$ cat config.mk
export PLATFORM = sky130hd
export DESIGN_NAME = irq_flag_ctrl
export DESIGN_NICKNAME = d
export VERILOG_FILES = /design/src/rtl/irqf_pkg.sv /design/src/rtl/irqf_sync.sv /design/src/rtl/irqf_detect.sv /design/src/rtl/irqf_flag_bank.sv /design/src/rtl/irq_flag_ctrl.sv
export SDC_FILE = /design/constraint.sdc
export NUM_CORES = 1
export LEC_CHECK = 0
export CORE_UTILIZATION = 43
export CTS_CLUSTER_DIAMETER = 80
export CTS_CLUSTER_SIZE = 20
export DETAILED_ROUTE_END_ITERATION = 10
export PLACE_DENSITY = 0.86
export SYNTH_ARGS = -nofsm -noshare
export SYNTH_HDL_FRONTEND = slang
export SYNTH_SLANG_ARGS = --single-unit
$ cat constraint.sdc
create_clock -name clk -period 1.5 [get_ports clk]
set_clock_uncertainty 0.15 [all_clocks]
set_input_delay 0.3 -clock clk [delete_from_list [all_inputs] [get_ports clk]]
set_output_delay 0.3 -clock clk [all_outputs]
set_load 0.01 [all_outputs]
$ cat src/rtl/irqf_pkg.sv
`timescale 1ns/1ps
package irqf_pkg;

  typedef enum logic [1:0] {
    SENSE_LOW  = 2'b00,
    SENSE_FALL = 2'b01,
    SENSE_RISE = 2'b10,
    SENSE_BOTH = 2'b11
  } sense_e;

  // Set condition for one channel from its mode, current and previous level.
  // Edges count only once the detector is primed.
  function automatic logic sense_hit(sense_e mode, logic now, logic was, logic primed);
    logic fall_e, rise_e;
    fall_e = primed & was & ~now;
    rise_e = primed & ~was & now;
    case (mode)
      SENSE_LOW:  return ~now;
      SENSE_FALL: return fall_e;
      SENSE_RISE: return rise_e;
      default:    return fall_e | rise_e;
    endcase
  endfunction

  // Whether an exception acknowledge may clear a flag in this mode.
  function automatic logic ack_allowed(sense_e mode, logic now);
    return (mode == SENSE_LOW) ? now : 1'b1;
  endfunction

endpackage

$ cat src/rtl/irqf_sync.sv
`timescale 1ns/1ps
module irqf_sync #(
  parameter int N_CH   = 8,
  parameter int STAGES = 2
) (
  input  logic            clk,
  input  logic            rst_n,
  input  logic [N_CH-1:0] raw,
  output logic [N_CH-1:0] lvl,
  output logic [N_CH-1:0] lvl_q,
  output logic            primed
);
  localparam int WARM_W = STAGES + 1;

  logic [N_CH-1:0]   stg [STAGES];
  logic [WARM_W-1:0] warm;

  always_ff @(posedge clk or negedge rst_n) begin
    if (!rst_n) begin
      for (int k = 0; k < STAGES; k++) stg[k] <= '1;
    end else begin
      stg[0] <= raw;
      for (int k = 1; k < STAGES; k++) stg[k] <= stg[k-1];
    end
  end

  assign lvl = stg[STAGES-1];

  always_ff @(posedge clk or negedge rst_n) begin
    if (!rst_n) begin
      lvl_q <= '1;
      warm  <= '0;
    end else begin
      lvl_q <= lvl;
      warm  <= {warm[WARM_W-2:0], 1'b1};
    end
  end

  assign primed = warm[WARM_W-1];

endmodule

$ cat src/rtl/irqf_detect.sv
`timescale 1ns/1ps
module irqf_detect
  import irqf_pkg::*;
#(
  parameter int N_CH = 8
) (
  input  logic [2*N_CH-1:0] sense_cfg,
  input  logic [N_CH-1:0]   lvl,
  input  logic [N_CH-1:0]   lvl_q,
  input  logic              primed,
  output logic [N_CH-1:0]   set_evt
);
  for (genvar i = 0; i < N_CH; i++) begin : g_ch
    sense_e mode;
    assign mode       = sense_e'(sense_cfg[2*i +: 2]);
    assign set_evt[i] = sense_hit(mode, lvl[i], lvl_q[i], primed);
  end
endmodule

$ cat src/rtl/irqf_flag_bank.sv
`timescale 1ns/1ps
module irqf_flag_bank
  import irqf_pkg::*;
#(
  parameter int N_CH = 8
) (
  input  logic              clk,
  input  logic              rst_n,
  input  logic [2*N_CH-1:0] sense_cfg,
  input  logic [N_CH-1:0]   lvl,
  input  logic [N_CH-1:0]   set_evt,
  input  logic              rd_evt,
  input  logic              wr_evt,
  input  logic [N_CH-1:0]   wdata,
  input  logic [N_CH-1:0]   cpu_ack,
  input  logic [N_CH-1:0]   xfer_ack,
  input  logic              xfer_noclr,
  output logic [N_CH-1:0]   flags,
  output logic [N_CH-1:0]   armed,
  output logic [N_CH-1:0]   clr_any
);
  logic [N_CH-1:0] flag_nxt;
  logic [N_CH-1:0] arm_nxt;

  for (genvar i = 0; i < N_CH; i++) begin : g_ch
    sense_e mode;
    logic   hw_clr, sw_clr, arm_base;

    assign mode   = sense_e'(sense_cfg[2*i +: 2]);
    assign hw_clr = (cpu_ack[i] & ack_allowed(mode, lvl[i]))
                  | (xfer_ack[i] & ~xfer_noclr);
    assign sw_clr = wr_evt & ~wdata[i] & armed[i];
    assign clr_any[i]  = hw_clr | sw_clr;
    assign flag_nxt[i] = set_evt[i] | (flags[i] & ~clr_any[i]);

    always_comb begin
      arm_base = wr_evt ? 1'b0 : armed[i];
      if (rd_evt && flags[i]) arm_base = 1'b1;
    end
    assign arm_nxt[i] = arm_base & flag_nxt[i];
  end

  always_ff @(posedge clk or negedge rst_n) begin
    if (!rst_n) begin
      flags <= '0;
      armed <= '0;
    end else begin
      flags <= flag_nxt;
      armed <= arm_nxt;
    end
  end
endmodule

$ cat src/rtl/irq_flag_ctrl.sv
`timescale 1ns/1ps
module irq_flag_ctrl #(
  parameter int N_CH        = 8,
  parameter int SYNC_STAGES = 2
) (
  input  logic              clk,
  input  logic              rst_n,
  input  logic [N_CH-1:0]   irq_in,
  input  logic [2*N_CH-1:0] sense_cfg,
  input  logic              reg_cs,
  input  logic              reg_we,
  input  logic [N_CH-1:0]   reg_wdata,
  output logic [N_CH-1:0]   reg_rdata,
  input  logic [N_CH-1:0]   cpu_ack,
  input  logic [N_CH-1:0]   xfer_ack,
  input  logic              xfer_noclr,
  output logic [N_CH-1:0]   pending
);
  logic [N_CH-1:0] lvl, lvl_q, set_evt, flags, armed, clr_any;
  logic            primed, rd_evt, wr_evt;

  assign rd_evt = reg_cs & ~reg_we;
  assign wr_evt = reg_cs & reg_we;

  irqf_sync #(.N_CH(N_CH), .STAGES(SYNC_STAGES)) u_sync (
    .clk(clk), .rst_n(rst_n), .raw(irq_in),
    .lvl(lvl), .lvl_q(lvl_q), .primed(primed)
  );

  irqf_detect #(.N_CH(N_CH)) u_det (
    .sense_cfg(sense_cfg), .lvl(lvl), .lvl_q(lvl_q),
    .primed(primed), .set_evt(set_evt)
  );

  irqf_flag_bank #(.N_CH(N_CH)) u_bank (
    .clk(clk), .rst_n(rst_n), .sense_cfg(sense_cfg), .lvl(lvl),
    .set_evt(set_evt), .rd_evt(rd_evt), .wr_evt(wr_evt),
    .wdata(reg_wdata), .cpu_ack(cpu_ack), .xfer_ack(xfer_ack),
    .xfer_noclr(xfer_noclr), .flags(flags), .armed(armed),
    .clr_any(clr_any)
  );

  assign reg_rdata = reg_cs ? flags : '0;
  assign pending   = flags;
endmodule

* Yosys cells after proc, flatten, opt, wreduce, memory -nomap -nowiden
Index checks and enable logic that the tools add are counted.
** Operators by class
- Equality and inequality tests :: 16
- Mux-type cells :: 33
- Bitwise logic cells :: 148
- Reductions and logical operators :: 16
** Operators with widths (count)
- 1-bit AND :: 82
- 1-bit inverter :: 34
- 1-bit bitwise OR :: 32
- 1-bit 2-to-1 mux :: 24
- 1-bit one-hot mux with 3 select lines :: 8
- 2-bit by 1-bit equality test with 1-bit output, second input constant :: 8
- 2-bit equality test, second input constant :: 8
- 2-bit zero test :: 8
- 1-bit logical AND :: 8
- 8-bit 2-to-1 mux :: 1
** Word-level totals
- Flip-flop bits (word level) :: 43
- Input port bits :: 53
- Word-level logic and storage cells :: 219

* Longest topological paths before layout
- Depth after elaboration :: 9
- Gate-level depth with buffers :: 5
- Mapped depth without buffers :: 3

* Modules after synthesis
A second synthesis with hierarchy kept.
** Second synthesis, totals
- Cell total of the unflattened synthesis :: 172
- Area total of the unflattened synthesis :: 2083.2 um^2
** By module, submodules not included
- irqf_flag_bank :: times used 1, cells an instance 100, area each 1012.2 um^2, sequential area each 400.4 um^2
- irqf_sync :: times used 1, cells an instance 36, area each 769.5 um^2, sequential area each 705.7 um^2
- irqf_detect :: times used 1, cells an instance 26, area each 236.5 um^2, sequential area each 0.0 um^2
- irq_flag_ctrl :: times used 1, cells an instance 10, area each 65.1 um^2, sequential area each 0.0 um^2

* Worst setup path after synthesis
Ideal clock, no wire load.
- Path kind :: register to register
- Start point :: reg u_sync.warm[2]
- End point :: reg u_bank.armed[0]
- Library setup time :: 124 ps
- Data arrival time :: 1006 ps
- Required time :: 1226 ps
- Slack :: 220 ps
- Cell stages (with the launch flop) :: 5
- Path buffers :: 1
- Period minus slack after synthesis :: 1280 ps
- Cells stage by stage :: dfrtp_1 > buf_2 > nand4b_1 > nand2_1 > o31a_1
** Between the ends
- Longest elaborated chain between the ends :: 6
- Elaborated cells between the ends (all ways) :: 8
- Those cells by class :: 1 x mux; 7 x bitwise
** Ends and longest elaborated chain
- from (decl) :: line irqf_sync.sv:16 : logic [WARM_W-1:0] warm;
- from (signal assigned) :: line irqf_sync.sv:35 : warm <= {warm[WARM_W-2:0], 1'b1};
- 1-bit AND, on equally long branches (2 in series) :: line irqf_pkg.sv:15, irqf_pkg.sv:16
- 1-bit bitwise OR :: line irqf_pkg.sv:21 : default: return fall_e | rise_e;
- 1-bit one-hot mux with 3 select lines (*) :: line irqf_pkg.sv:17 : case (mode)
- 1-bit bitwise OR (*) :: line irqf_flag_bank.sv:34 : assign flag_nxt[i] = set_evt[i] | (flags[i] & ~clr_any[i]);
- 1-bit AND (*) :: line irqf_flag_bank.sv:40 : assign arm_nxt[i] = arm_base & flag_nxt[i];
- net u_bank.arm_nxt[0] :: line irqf_flag_bank.sv:23 : logic [N_CH-1:0] arm_nxt;
- to (signal assigned) :: line irqf_flag_bank.sv:49 : armed <= arm_nxt;
- to (decl) :: line irqf_flag_bank.sv:19 : output logic [N_CH-1:0] armed,
Mark *: on every way through the listed nets, which the timed path passes. The rest lies on a longest branch.

* Worst setup path in the final report
- Start point :: reg u_bank.flags[7]
- End point :: out pending[7]
** RTL lines
- from (decl) :: line irqf_flag_bank.sv:18 : output logic [N_CH-1:0] flags,
- from (signal assigned) :: line irqf_flag_bank.sv:48 : flags <= flag_nxt;
- to (decl) :: line irq_flag_ctrl.sv:17 : output logic [N_CH-1:0] pending
No word-level cell between the ends.

==> flow_summary.ini <==
[hold_path]
hp-class = flop to flop
min_path_cells = 0

[global_routing]
grt_pass1_wl_mm = 6.44
grt_max_degree = 44
grt_overflow = 0
first_global_vias = 1518
grt_usage_pct = 20.2
antenna_found_initial = 0

[timing]
max_freq_ghz = 0.687
min_period_over_period_pct = 97.0
finalCriticalPeriod_ns = 1.46
rsz0062_at_grt = no
setup_slack_ns = 0.0448
final.setup.tns_ns = 0
hold_viol_final = 0
setup_viol = 0
drv_slew = 0

[drt]
drcViolationCount = 0
drt-pass1-iter-count = 4
routedWlPerCell_um = 14.3
final_antenna_net_count = 0
wl_mm = 4.02
vias_per_cell = 5.13
drt_iter0_drc = 35
route.vias.total = 1441

[worst_setup_path]
worst-path-buf-inv = 1
slowest_delay_ns = 0.42
cp.arrival_ns = 1.01
critical_path.cell_chain = dlygate4sd2_1
required_ns = 1.05
path_class = flop to output port
crit_slowest_cell = dfrtp_1
crit_cells = 1
crit_family = flip-flops
r2r_cells = 4
cp_max_fo = 4
start_kind = flop
cp-end-kind = output port

[yosys]
synth-simple-area-share_pct = 25.8
avgSynthCellArea_um2 = 12.5
ys_top_cells_by_count = dfstp_2 (24), dfrtp_1 (19), nand4b_1 (13)
synth_compound_gate_area_share_pct = 9.68
ys.flop_type = dfstp_2
synth_cells = 143
synth_top_area_share_pct = 35.4
synth_top_family_by_area = simple AND/OR/NAND/NOR gates
yosys.area.top_type = dfstp_2
seq_area_frac_synth_pct = 62.0
syn-num-nets = 196
yosysMostFrequentCell = dfstp_2
syn-cell-area_um2 = 1780
synth_xor_xnor_area_share_pct = 0
synth_adder_area_share_pct = 0
synth_edf_count = 0
synthMuxAreaShare_pct = 0
synth_top_cells_by_area = dfstp_2 (35%), dfrtp_1 (27%), nand4b_1 (6.4%)
yosysWarnings = 0
ys_seq_elements = 43
ys_async_sr_fraction_pct = 100
synth.distinct_cells = 26

[placed_design]
hpwl_mm = 3.02
post_dp_cell_area_um2 = 2610
place.gp.congestion = 0.747
dp_slack_ns = -0.544
portBuffers = 68
dp_cells = 269

[clocking]
clockRootBuffer = clkbuf_8
clock_latency_ns = 0.29
ctsHtreeMaxLevel = 2
cts_sinks = 43
clk_pin_slew_ns = 0.08
cts_made_buffers = 5
clock_path_buffers = 2
cts_tree = done

[cells_and_area]
fillers = 305
syn_to_final_growth_pct = 51.3
fin_nets = 283
layout-drive-gt1-share_pct = 24.7
stdcell_count = 281
antennaDiodeCount = 0
fin_area_um2 = 2700

[floorplanning]
rows = 23
fp.dieH_um = 66.4
num_io_pins = 69
die_w_um = 66.4
coreArea_um2 = 4000
start_util_pct = 44.6
dieArea_um2 = 4410

[job]
maxCapViolCount = 0

[pwr]
power_density_nw_per_um2 = 909
ir_worst_vdd_uv = 579
p_leak_nw = 1.18

[status]
status = finished clean
## cell type report
cell class / instances / area [um2] / share of cell area [%]
inverter: 1 / 3.75 / 0.139
timing repair buffer: 84 / 798 / 29.6
clock buffer: 6 / 72.6 / 2.69
multi-input combinational: 95 / 642 / 23.8
sequential: 43 / 1110 / 41.0
tap: 50 / 62.6 / 2.32
clock inverter: 2 / 12.5 / 0.464
## state kept, by name (all words and copies together) (netlist names)
| name | count |
|---|---|
| u_bank.armed | 8 |
| u_bank.flags | 8 |
| u_sync.lvl | 8 |
| u_sync.lvl_q | 8 |
| u_sync.stg | 8 |
| u_sync.warm | 3 |
## where the power goes
group	internal, mW	switching [mW]	leakage (nW)
sequential	1.26	0.0469	0.498
clock	0.325	0.382	0.0412
combinational	0.277	0.163	0.643
## routing by layer
metal | GRT usage [%] | share of wire, % | wire length, um
met1 | 21.6 | 40 | 1620
met2 | 37.4 | 54 | 2180
met3 | 4.66 | 3.6 | 143
met4 | 9.04 | 1.9 | 75
met5 | 0 | 0 | 0
## through the flow
stage               total power [mW]  hold slack, ns  utilization [%]
floorplan                       1.46          -0.146                -
global placement                1.76           0.135             65.3
detailed placement              1.78           0.135             65.3
finish                          2.45           0.203             67.4
CTS                             2.48           0.206             67.7
global route                    2.56           0.205             67.4
## worst paths after layout
kind                                             end  slack, ns                      start
setup / recovery                          pending[7]       0.04  u_bank.flags[7]$_DFF_PN0_
hold / removal              u_sync.warm[2]$_DFF_PN0_       0.20   u_sync.warm[1]$_DFF_PN0_
setup reg to reg           u_bank.armed[6]$_DFF_PN0_       0.11    u_sync.lvl[6]$_DFF_PN1_
hold reg to reg             u_sync.warm[2]$_DFF_PN0_       0.20   u_sync.warm[1]$_DFF_PN0_
max in group asynchronous    u_sync.lvl[4]$_DFF_PN1_       0.58                      rst_n
min in group asynchronous  u_bank.armed[7]$_DFF_PN0_       0.35                      rst_n
## repair_timing
action,in CTS,in global routing
setup endpoints to repair,22,7
setup buffers,4,0
resized for setup,46,1
hold endpoints to repair,19,0
hold buffers,1,0
pin swaps,0,1
## layout by cell type, fill, tap and decap left out, types with 3 or more instances in the layout
master,n
and2_1,7
o31a_1,6
nand3b_1,8
clkdlybuf4s50_1,50
nand4b_1,13
nor3b_1,6
buf_4,10
dfrtp_1,19
nor2b_1,6
buf_6,3
dlygate4sd2_1,9
nor3_1,9
dfstp_2,24
a21oi_1,6
clkbuf_8,5
nor2_1,8
nand2_1,6
a211o_1,6
buf_2,8
buf_12,3
## logic make-up (layout without fill, tap and decap cells)
kind of cell / count (synthesis) / after routing
other: 1 / 1
and+or+nand+nor: 71 / 71
DFF: 43 / 43
buffers and inverters: 5 / 93
AOI/OAI and AO/OA: 23 / 23
Power figures use the tool's default switching activity.
